--- src/rtl/flash_stat_pkg.sv ---
`timescale 1ns/1ps
package flash_stat_pkg;
  localparam int unsigned TOG_POS = 6;
  localparam int unsigned ERR_POS = 5;
  localparam int unsigned TMR_POS = 3;

  typedef struct packed {
    logic tog;
    logic err;
    logic tmr;
  } stat_bits_t;
endpackage

--- src/rtl/fs_interval.sv ---
`timescale 1ns/1ps
module fs_interval #(
  parameter int unsigned LEN = 100
) (
  input  logic clk_i,
  input  logic rst_ni,
  input  logic load_i,
  output logic active_o,
  output logic done_o
);
  localparam int unsigned CNT_W = $clog2(LEN + 1);
  localparam logic [CNT_W-1:0] LEN_C = CNT_W'(LEN);
  localparam logic [CNT_W-1:0] ONE_C = CNT_W'(1);

  logic [CNT_W-1:0] cnt_q;
  logic             done_q;

  always_ff @(posedge clk_i or negedge rst_ni) begin
    if (!rst_ni) begin
      cnt_q  <= '0;
      done_q <= 1'b0;
    end else begin
      done_q <= (cnt_q == ONE_C) && !load_i;
      if (load_i)             cnt_q <= LEN_C;
      else if (cnt_q != '0)   cnt_q <= cnt_q - ONE_C;
    end
  end

  assign active_o = (cnt_q != '0);
  assign done_o   = done_q;


  load_len_chk: assert property (@(posedge clk_i) disable iff (!rst_ni)
    load_i |=> (cnt_q == LEN_C));


  done_once_chk: assert property (@(posedge clk_i) disable iff (!rst_ni)
    done_o |-> ($past(cnt_q) == ONE_C && cnt_q == '0));
endmodule

--- src/rtl/fs_read_strobe.sv ---
`timescale 1ns/1ps
module fs_read_strobe (
  input  logic clk_i,
  input  logic rst_ni,
  input  logic ce_ni,
  input  logic oe_ni,
  input  logic adv_en_i,
  output logic read_o,
  output logic tog_o
);
  logic read_w;
  logic read_q;
  logic tog_q;

  assign read_w = !ce_ni && !oe_ni;

  always_ff @(posedge clk_i or negedge rst_ni) begin
    if (!rst_ni) begin
      read_q <= 1'b0;
      tog_q  <= 1'b0;
    end else begin
      read_q <= read_w;
      // access ended: flip for the next read
      if (read_q && !read_w && adv_en_i) tog_q <= !tog_q;
    end
  end

  assign read_o = read_w;
  assign tog_o  = tog_q;


  tog_stable_chk: assert property (@(posedge clk_i) disable iff (!rst_ni)
    read_w |=> (!read_w || $stable(tog_q)));
endmodule

--- src/rtl/fs_err_latch.sv ---
`timescale 1ns/1ps
module fs_err_latch (
  input  logic clk_i,
  input  logic rst_ni,
  input  logic set_i,
  input  logic clr_i,
  output logic err_o
);
  logic err_q;

  always_ff @(posedge clk_i or negedge rst_ni) begin
    if (!rst_ni)     err_q <= 1'b0;
    else if (set_i)  err_q <= 1'b1;
    else if (clr_i)  err_q <= 1'b0;
  end

  assign err_o = err_q;


  err_hold_chk: assert property (@(posedge clk_i) disable iff (!rst_ni)
    (err_q && !clr_i) |=> err_q);


  err_clear_chk: assert property (@(posedge clk_i) disable iff (!rst_ni)
    (clr_i && !set_i) |=> !err_q);
endmodule

--- src/rtl/fs_status_mux.sv ---
`timescale 1ns/1ps
module fs_status_mux #(
  parameter int unsigned DATA_W = 8
) (
  input  logic                      clk_i,
  input  logic                      rst_ni,
  input  logic                      read_i,
  input  logic                      stat_mode_i,
  input  flash_stat_pkg::stat_bits_t bits_i,
  input  logic [DATA_W-1:0]         array_i,
  output logic [DATA_W-1:0]         dq_o,
  output logic                      dq_oe_o
);
  import flash_stat_pkg::*;

  logic [DATA_W-1:0] stat_w;

  for (genvar b = 0; b < DATA_W; b++) begin : g_bit
    if (b == TOG_POS) begin : g_tog
      assign stat_w[b] = bits_i.tog;
    end else if (b == ERR_POS) begin : g_err
      assign stat_w[b] = bits_i.err;
    end else if (b == TMR_POS) begin : g_tmr
      assign stat_w[b] = bits_i.tmr;
    end else begin : g_zero
      assign stat_w[b] = 1'b0;
    end
  end

  always_comb begin
    dq_o = '0;
    if (read_i) dq_o = stat_mode_i ? stat_w : array_i;
  end
  assign dq_oe_o = read_i;

  localparam logic [DATA_W-1:0] KEEP_M =
    (DATA_W'(1) << TOG_POS) | (DATA_W'(1) << ERR_POS) | (DATA_W'(1) << TMR_POS);


  spare_zero_chk: assert property (@(posedge clk_i) disable iff (!rst_ni)
    (read_i && stat_mode_i) |-> ((dq_o & ~KEEP_M) == '0));


  idle_bus_chk: assert property (@(posedge clk_i) disable iff (!rst_ni)
    !dq_oe_o |-> (dq_o == '0));
endmodule

--- src/rtl/flash_status_gen.sv ---
`timescale 1ns/1ps
module flash_status_gen #(
  parameter int unsigned DATA_W  = 8,
  parameter int unsigned CLK_MHZ = 200,
  parameter int unsigned WIN_US  = 100,
  parameter int unsigned PROT_US = 100
) (
  input  logic              clk_i,
  input  logic              rst_ni,
  input  logic              ce_ni,
  input  logic              oe_ni,
  input  logic [DATA_W-1:0] array_data_i,
  input  logic              ctrl_busy_i,
  input  logic              ctrl_erase_i,
  input  logic              ctrl_fail_i,
  input  logic              reset_cmd_i,
  input  logic              erase_cmd_i,
  input  logic              erase_all_prot_i,
  output logic              erase_go_o,
  output logic [DATA_W-1:0] dq_o,
  output logic              dq_oe_o
);
  import flash_stat_pkg::*;

  localparam int unsigned WIN_CYC  = WIN_US * CLK_MHZ;
  localparam int unsigned PROT_CYC = PROT_US * CLK_MHZ;

  logic win_act, win_done, prot_act, prot_done;
  logic win_load, prot_load;
  logic err, tog, read, stat_mode;
  stat_bits_t bits;

  assign win_load  = erase_cmd_i && (!erase_all_prot_i || win_act);
  assign prot_load = erase_cmd_i && erase_all_prot_i && !win_act;

  fs_interval #(.LEN(WIN_CYC)) u_win (
    .clk_i, .rst_ni, .load_i(win_load), .active_o(win_act), .done_o(win_done)
  );

  fs_interval #(.LEN(PROT_CYC)) u_prot (
    .clk_i, .rst_ni, .load_i(prot_load), .active_o(prot_act), .done_o(prot_done)
  );

  fs_err_latch u_err (
    .clk_i, .rst_ni, .set_i(ctrl_fail_i), .clr_i(reset_cmd_i), .err_o(err)
  );

  assign stat_mode = ctrl_busy_i || win_act || prot_act || err;

  fs_read_strobe u_rd (
    .clk_i, .rst_ni, .ce_ni, .oe_ni, .adv_en_i(stat_mode), .read_o(read), .tog_o(tog)
  );

  always_comb begin
    bits.tog = tog;
    bits.err = err;
    bits.tmr = win_act ? 1'b0 : (prot_act || (ctrl_busy_i && ctrl_erase_i));
  end

  fs_status_mux #(.DATA_W(DATA_W)) u_mux (
    .clk_i, .rst_ni, .read_i(read), .stat_mode_i(stat_mode), .bits_i(bits),
    .array_i(array_data_i), .dq_o, .dq_oe_o
  );

  assign erase_go_o = win_done;


  win_tmr_low_chk: assert property (@(posedge clk_i) disable iff (!rst_ni)
    (win_act && read) |-> !dq_o[TMR_POS]);


  prot_no_go_chk: assert property (@(posedge clk_i) disable iff (!rst_ni)
    prot_done |-> !erase_go_o);
endmodule

--- config.mk ---
export PLATFORM = sky130hd
export DESIGN_NAME = flash_status_gen
export DESIGN_NICKNAME = d
export VERILOG_FILES = /design/src/rtl/flash_stat_pkg.sv /design/src/rtl/fs_interval.sv /design/src/rtl/fs_read_strobe.sv /design/src/rtl/fs_err_latch.sv /design/src/rtl/fs_status_mux.sv /design/src/rtl/flash_status_gen.sv
export SDC_FILE = /design/constraint.sdc
export NUM_CORES = 1
export LEC_CHECK = 0
export ABC_CLOCK_PERIOD_IN_PS = 8200
export CAP_MARGIN = 30
export CORE_UTILIZATION = 59
export DETAILED_ROUTE_END_ITERATION = 10
export PLACE_DENSITY = 0.85
export SYNTH_ARGS = -nofsm -noshare
export SYNTH_HDL_FRONTEND = slang
export SYNTH_HIERARCHICAL = 1
export SYNTH_SLANG_ARGS = --single-unit
--- constraint.sdc ---
create_clock -name clk_i -period 8.2 [get_ports clk_i]
set_input_delay 1.64 -clock clk_i [delete_from_list [all_inputs] [get_ports clk_i]]
set_output_delay 1.64 -clock clk_i [all_outputs]
set_load 0.005 [all_outputs]
==> impl_metrics.csv, run 1 <==
group,metric,value,unit
sta,final-max-slew-violation-count,0,
worst_setup_path,critPathLaunchType,"register",
pwr,swShare,26.6,%
floorplan,core,3130,sq um
worst_setup_path,critPathMostFrequentCell,"inv_1",
sta,max_freq,181,MHz
floorplan,ios,28,
sta,min_period,5.53,ns
logic_synthesis,yosysWarnings,6,
sta,final.setup.tns,0,ns
worst_setup_path,critPathTopFamily,"simple AND/OR/NAND/NOR gates",
pwr,p_leak,0.900,nW
final_layout,fin_nets,258,
clocking,hold_buffers,0,
grt,grt_overflow,0,
worst_setup_path,cp_slowest_stage_delay,0.71,ns
grt,gr-max-usage-layer,"met2",
pwr,pwr-share-comb,15.4,%
final_layout,fin_util,74.6,%
detailed_routing,drt_first_pass_iters,4,
min_path,worstHoldEndpoint,"u_rd/tog_o",
grt,grt_pass1_vias,1626,
detailed_routing,drc,0,
sta,slew_headroom,57.6,%
logic_synthesis,syn_inst,208,
sta,rsz0062_at_grt,"no",
flow_run,maxCapViolations,0,
grt,grtUsageMet3,5.84,%
detailed_routing,viasPerCell,5.89,
final_layout,diodes,0,
final_layout,syn_to_final_growth,18.0,%
worst_setup_path,r2r_slack,5.11,ns
floorplan,row_count,20,
sta,hold_violations,0,
grt,grt.total_usage,26.5,%
placed_design,io_buffers,27,
outcome,status,"finished clean",
logic_synthesis,syn_nets,229,
floorplan,die_area,3590,sq um
clocking,cts_tree,"built",
sta,worst_pin_slew,0.631,ns
worst_setup_path,worst-r2r-cell-count,9,
grt,grt_start_max_net_pins,35,
sta,setup_viol,0,
pwr,p_int,0.000233,W
grt,grt_use_met1,30.1,%
final_layout,drive_gt1_share,9.70,%
placed_design,routabilityCongestion,0.853,
floorplan,dieWidth,59.9,um
sta,holdWs,0.483,ns
detailed_routing,wirelength,4.05,mm
detailed_routing,num_vias,1656,
worst_setup_path,r2r_start,"u_win/cnt_q[0]",
worst_setup_path,cp.required,6.56,ns
clocking,cts_buffers,5,
worst_setup_path,cp_slowest_cell,"or4_1",
worst_setup_path,cp.arrival,3.89,ns
floorplan,initial_core_util,63.3,%
logic_synthesis,syn_area_per_cell,9.52,sq um
detailed_routing,ant_nets,0,
worst_setup_path,path_cells,"inv_1, ha_1, or4b_2, nor4_4, inv_1, or4_1, nor2b_2, and2_1, clkdlybuf4s50_1",
pwr,clkPwrFrac,26.4,%
worst_setup_path,cp-end-kind,"output port",
placed_design,dpl.hpwl,2.99,mm
detailed_routing,wire_per_inst,14.4,um
clocking,clk_pin_slew,0.10,ns
floorplan,die_y,59.9,um
detailed_routing,drt_iter0_markers,94,
clocking,post-cts-setup-buffers,0,
clocking,insertion_delay,0.33,ns
worst_setup_path,r2r_end,"u_prot/cnt_q[13]",
grt,grt_first_pass_wirelength,6.91,mm
clocking,cts.root.buffer_cell,"clkbuf_4",
pwr,peakVddDrop,0.116,mV
clocking,clockBufferDepth,2,
min_path,worstHoldStart,"u_rd/tog_o",
min_path,whs_path_depth,1,
worst_setup_path,worstSetupPathType,"register to output port",
worst_setup_path,crit_fanout,10,
pwr,switchingPower,0.0000844,W
pwr,p_total,0.000317,W
pwr,power.share.sequential,58.2,%
clocking,cts_resized,0,
clocking,clkSinkCount,34,
pwr,powerDensity,136,nW/um^2
grt,use_met2,47.5,%
grt,antenna_found_initial,0,
worst_setup_path,critPathBufInv,3,
logic_synthesis,syn_area,1980,sq um
clocking,cts_htree_levels,2,
sta,timing.final.crit_share,67.4,%
sta,finalClockSkew,0.0131,ns
min_path,hold_class,"register to register",
==> registers in the layout (all words and copies together) (netlist names) <==
signal and count:
u_win/cnt_q 15, u_prot/cnt_q 15, u_win/done_o 1, u_rd/read_q 1, u_err/err_o 1, u_rd/tog_o 1
==> how the worst max path moves through the flow <==
| stage | from | to | depth (start not counted) |
|---|---|---|---|
| 2_1_floorplan | u_win/cnt_q[0] | dq_o[0] | 8 |
| 3_3_place_gp | ctrl_busy_i | dq_o[0] | 5 |
| 3_5_place_dp | ctrl_busy_i | dq_o[1] | 5 |
| 4_1_cts | u_win/cnt_q[0] | dq_o[1] | 9 |
| 5_1_grt | u_win/cnt_q[0] | dq_o[1] | 9 |
| 6_report | u_win/cnt_q[0] | dq_o[1] | 9 |
==> power by group through the flow <==
stage	Sequential [W]	Combinational, W	Clock, W
floorplan	0.000186	0.0000294	0
global placement	0.000187	0.0000467	0
detailed placement	0.000188	0.0000489	0
CTS	0.000185	0.0000490	0.0000878
global route	0.000186	0.0000541	0.0000932
finish	0.000185	0.0000489	0.0000839
==> cell usage in the layout, fill, tap and decap left out, types with 5 or more instances in the layout <==
cell,count
a21oi_1,13
or4_1,9
clkbuf_4,5
and2_1,5
nand2_1,6
or3_1,12
o21ai_0,6
nor3_1,10
inv_1,8
mux2i_1,5
nand3_1,6
dfrtp_1,34
nor2b_1,15
nor2_1,18
nand2b_1,6
clkdlybuf4s50_1,27
==> final cells by class <==
| type | instances | area [sq um] |
|---|---|---|
| well taps | 44 | 55.1 |
| fillers | 236 | 793 |
| inverters | 8 | 30.0 |
| clock inverters | 2 | 10.0 |
| clock buffers | 5 | 37.5 |
| flip-flops and latches | 34 | 851 |
| multi-input cells | 159 | 1070 |
| repair buffers | 29 | 285 |
==> routing by layer <==
metal  part of all wire, %  wire length (um)
met1                    42              1720
met2                    53              2130
met3                   3.4               137
met4                   1.6                66
met5                     0                 0
==> per-stage QoR <==
step / area (sq um) / setup slack [ns] / cells
2_1_floorplan: 1980 / 3.84 / 208
3_3_place_gp: 2290 / 3.07 / 274
3_5_place_dp: 2290 / 2.99 / 274
4_1_cts: 2330 / 2.65 / 281
5_1_grt: 2330 / 2.42 / 281
6_report: 2330 / 2.67 / 281
==> worst reg2reg max path: cells and delay by family, from the launching register on <==
kind	cells	cell delay, ns
fa+ha+maj	1	0.21
simple gates	4	1.72
mux	1	0.28
buf+inv	3	0.37
flops	1	0.42
(Power assumes the default switching activity.)
==> run 2, diff against run 1 <==
Settings changed: ABC_CLOCK_PERIOD_IN_PS 8200 to 5400, CORE_UTILIZATION 59 to 54, PLACE_DENSITY 0.85 to 0.79.
Clock period 8.2 ns to 5.4 ns, I/O delays scaled along.
==> impl_metrics.csv, run 2 (synthesis results as in run 1) <==
group,metric,value,unit
clocking,cts_resized,0,
clocking,clkSinkCount,34,
floorplan,die_y,62.5,um
grt,grt.total_usage,24.3,%
pwr,p_leak,0.930,nW
floorplan,ios,28,
detailed_routing,num_vias,1662,
sta,rsz0062_at_grt,"no",
clocking,cts_htree_levels,2,
final_layout,multi_input_area,1070,sq um
worst_setup_path,crit_fanout,10,
min_path,worstHoldEndpoint,"u_rd/tog_o",
clocking,insertion_delay,0.34,ns
flow_run,maxCapViolations,0,
detailed_routing,drc,0,
grt,grt_start_max_net_pins,35,
sta,final-max-slew-violation-count,0,
detailed_routing,wire_per_inst,15.0,um
detailed_routing,drt_first_pass_iters,4,
worst_setup_path,cp-end-kind,"output port",
floorplan,initial_core_util,57.9,%
sta,hold_violations,0,
min_path,hold_class,"register to register",
grt,grt_overflow,0,
clocking,post-cts-setup-buffers,0,
worst_setup_path,cp.required,4.32,ns
final_layout,drive_gt1_share,10.5,%
detailed_routing,drt_iter0_markers,149,
worst_setup_path,cp.arrival,3.85,ns
outcome,status,"finished clean",
detailed_routing,ant_nets,0,
min_path,worstHoldStart,"u_rd/tog_o",
grt,grt_first_pass_wirelength,7.36,mm
clocking,cts_buffers,5,
final_layout,final_area,2400,sq um
clocking,clk_pin_slew,0.11,ns
pwr,peakVddDrop,0.313,mV
final_layout,seq_area,851,sq um
pwr,p_total,0.000593,W
sta,slew_headroom,53.0,%
worst_setup_path,r2r_end,"u_prot/cnt_q[13]",
final_layout,fin_nets,259,
final_layout,nFillCells,271,
sta,max_freq,203,MHz
sta,finalClockSkew,0.0153,ns
final_layout,final_cell_mix,"dfrtp_1, clkdlybuf4s50_1, nor2_1, nor2b_1, a21oi_1",
placed_design,place_inst,277,
detailed_routing,viasPerCell,5.83,
sta,setup_viol,0,
final_layout,stdcell_count,285,
placed_design,placed_area,2300,sq um
clocking,cts.root.buffer_cell,"clkbuf_4",
worst_setup_path,worst-r2r-cell-count,9,
detailed_routing,wirelength,4.28,mm
final_layout,fin_util,70.4,%
placed_design,dpl.hpwl,3.16,mm
final_layout,diodes,0,
worst_setup_path,critPathLaunchType,"register",
final_layout,syn_to_final_growth,21.4,%
final_layout,largestRegisters,"u_prot/cnt_q (15), u_win/cnt_q (15)",
floorplan,core,3420,sq um
sta,timing.final.crit_share,91.4,%
floorplan,row_count,21,
final_layout,layout_commonest_cell,"dfrtp_1",
floorplan,dieWidth,62.5,um
worst_setup_path,r2r_start,"u_win/cnt_q[0]",
sta,worst_pin_slew,0.700,ns
pwr,powerDensity,247,nW/um^2
grt,grt_pass1_vias,1627,
floorplan,die_area,3910,sq um
placed_design,routabilityCongestion,0.824,
grt,antenna_found_initial,0,
clocking,clockBufferDepth,2,
worst_setup_path,worstSetupPathType,"register to output port",
worst_setup_path,r2r_slack,2.33,ns
placed_design,io_buffers,27,
min_path,whs_path_depth,1,
clocking,hold_buffers,0,
clocking,cts_tree,"built",
sta,final.setup.tns,0,ns
sta,min_period,4.93,ns
==> run 2: cell types whose count changed in the layout (fill, tap and decap cells not counted), sizes merged <==
cell	delta
buf	+1
clkinv	-1
bufinv	+2
==> run 2: cell type report <==
cell class,instances,share of cell area (%)
clock buffer,5,1.56
tap,46,2.39
multi-input combinational,159,44.4
clock inverter,3,2.86
timing repair buffer,30,12.2
inverter,8,1.25
sequential,34,35.4
==> run 2: worst max path at each step <==
stage / to / from / cells past startpoint
final: dq_o[7] / u_win/cnt_q[0] / 9
after global placement: dq_o[1] / u_win/cnt_q[0] / 9
after detailed placement: dq_o[7] / u_win/cnt_q[0] / 9
after CTS: dq_o[7] / u_win/cnt_q[0] / 9
after global routing: dq_o[7] / u_win/cnt_q[0] / 9
after floorplan: dq_o[0] / u_win/cnt_q[0] / 8
==> run 2: power by group <==
part / switching (W) / internal, W
clock network: 0.0000892 / 0.000145
logic: 0.0000375 / 0.0000394
registers: 0.0000140 / 0.000268
==> run 2: worst max-delay path, cell delays in order (launching register included) <==
cell and delay (ns):
dfrtp_1 0.42, inv_1 0.11, ha_1 0.21, or4b_2 0.63
nor4_4 0.45, inv_1 0.14, or4_1 0.70, nor2b_2 0.21
and2_1 0.15, clkdlybuf4s50_1 0.50
==> run 2: layer usage <==
layer  up-vias  part of all wire [%]  global-route usage, %
met5         -                     0                      0
met4         0                   2.0                   10.2
met3         8                   2.3                   5.47
met2        24                    53                   42.3
met1       803                    43                   28.7
li1        827                     -                      -
==> run 2: per-stage QoR <==
stage	hold WS, ns	setup slack (ns)
6_report	0.503	0.465
3_5_place_dp	0.483	0.837
3_3_place_gp	0.472	0.996
4_1_cts	0.501	0.431
2_1_floorplan	0.445	1.60
5_1_grt	0.527	0.221
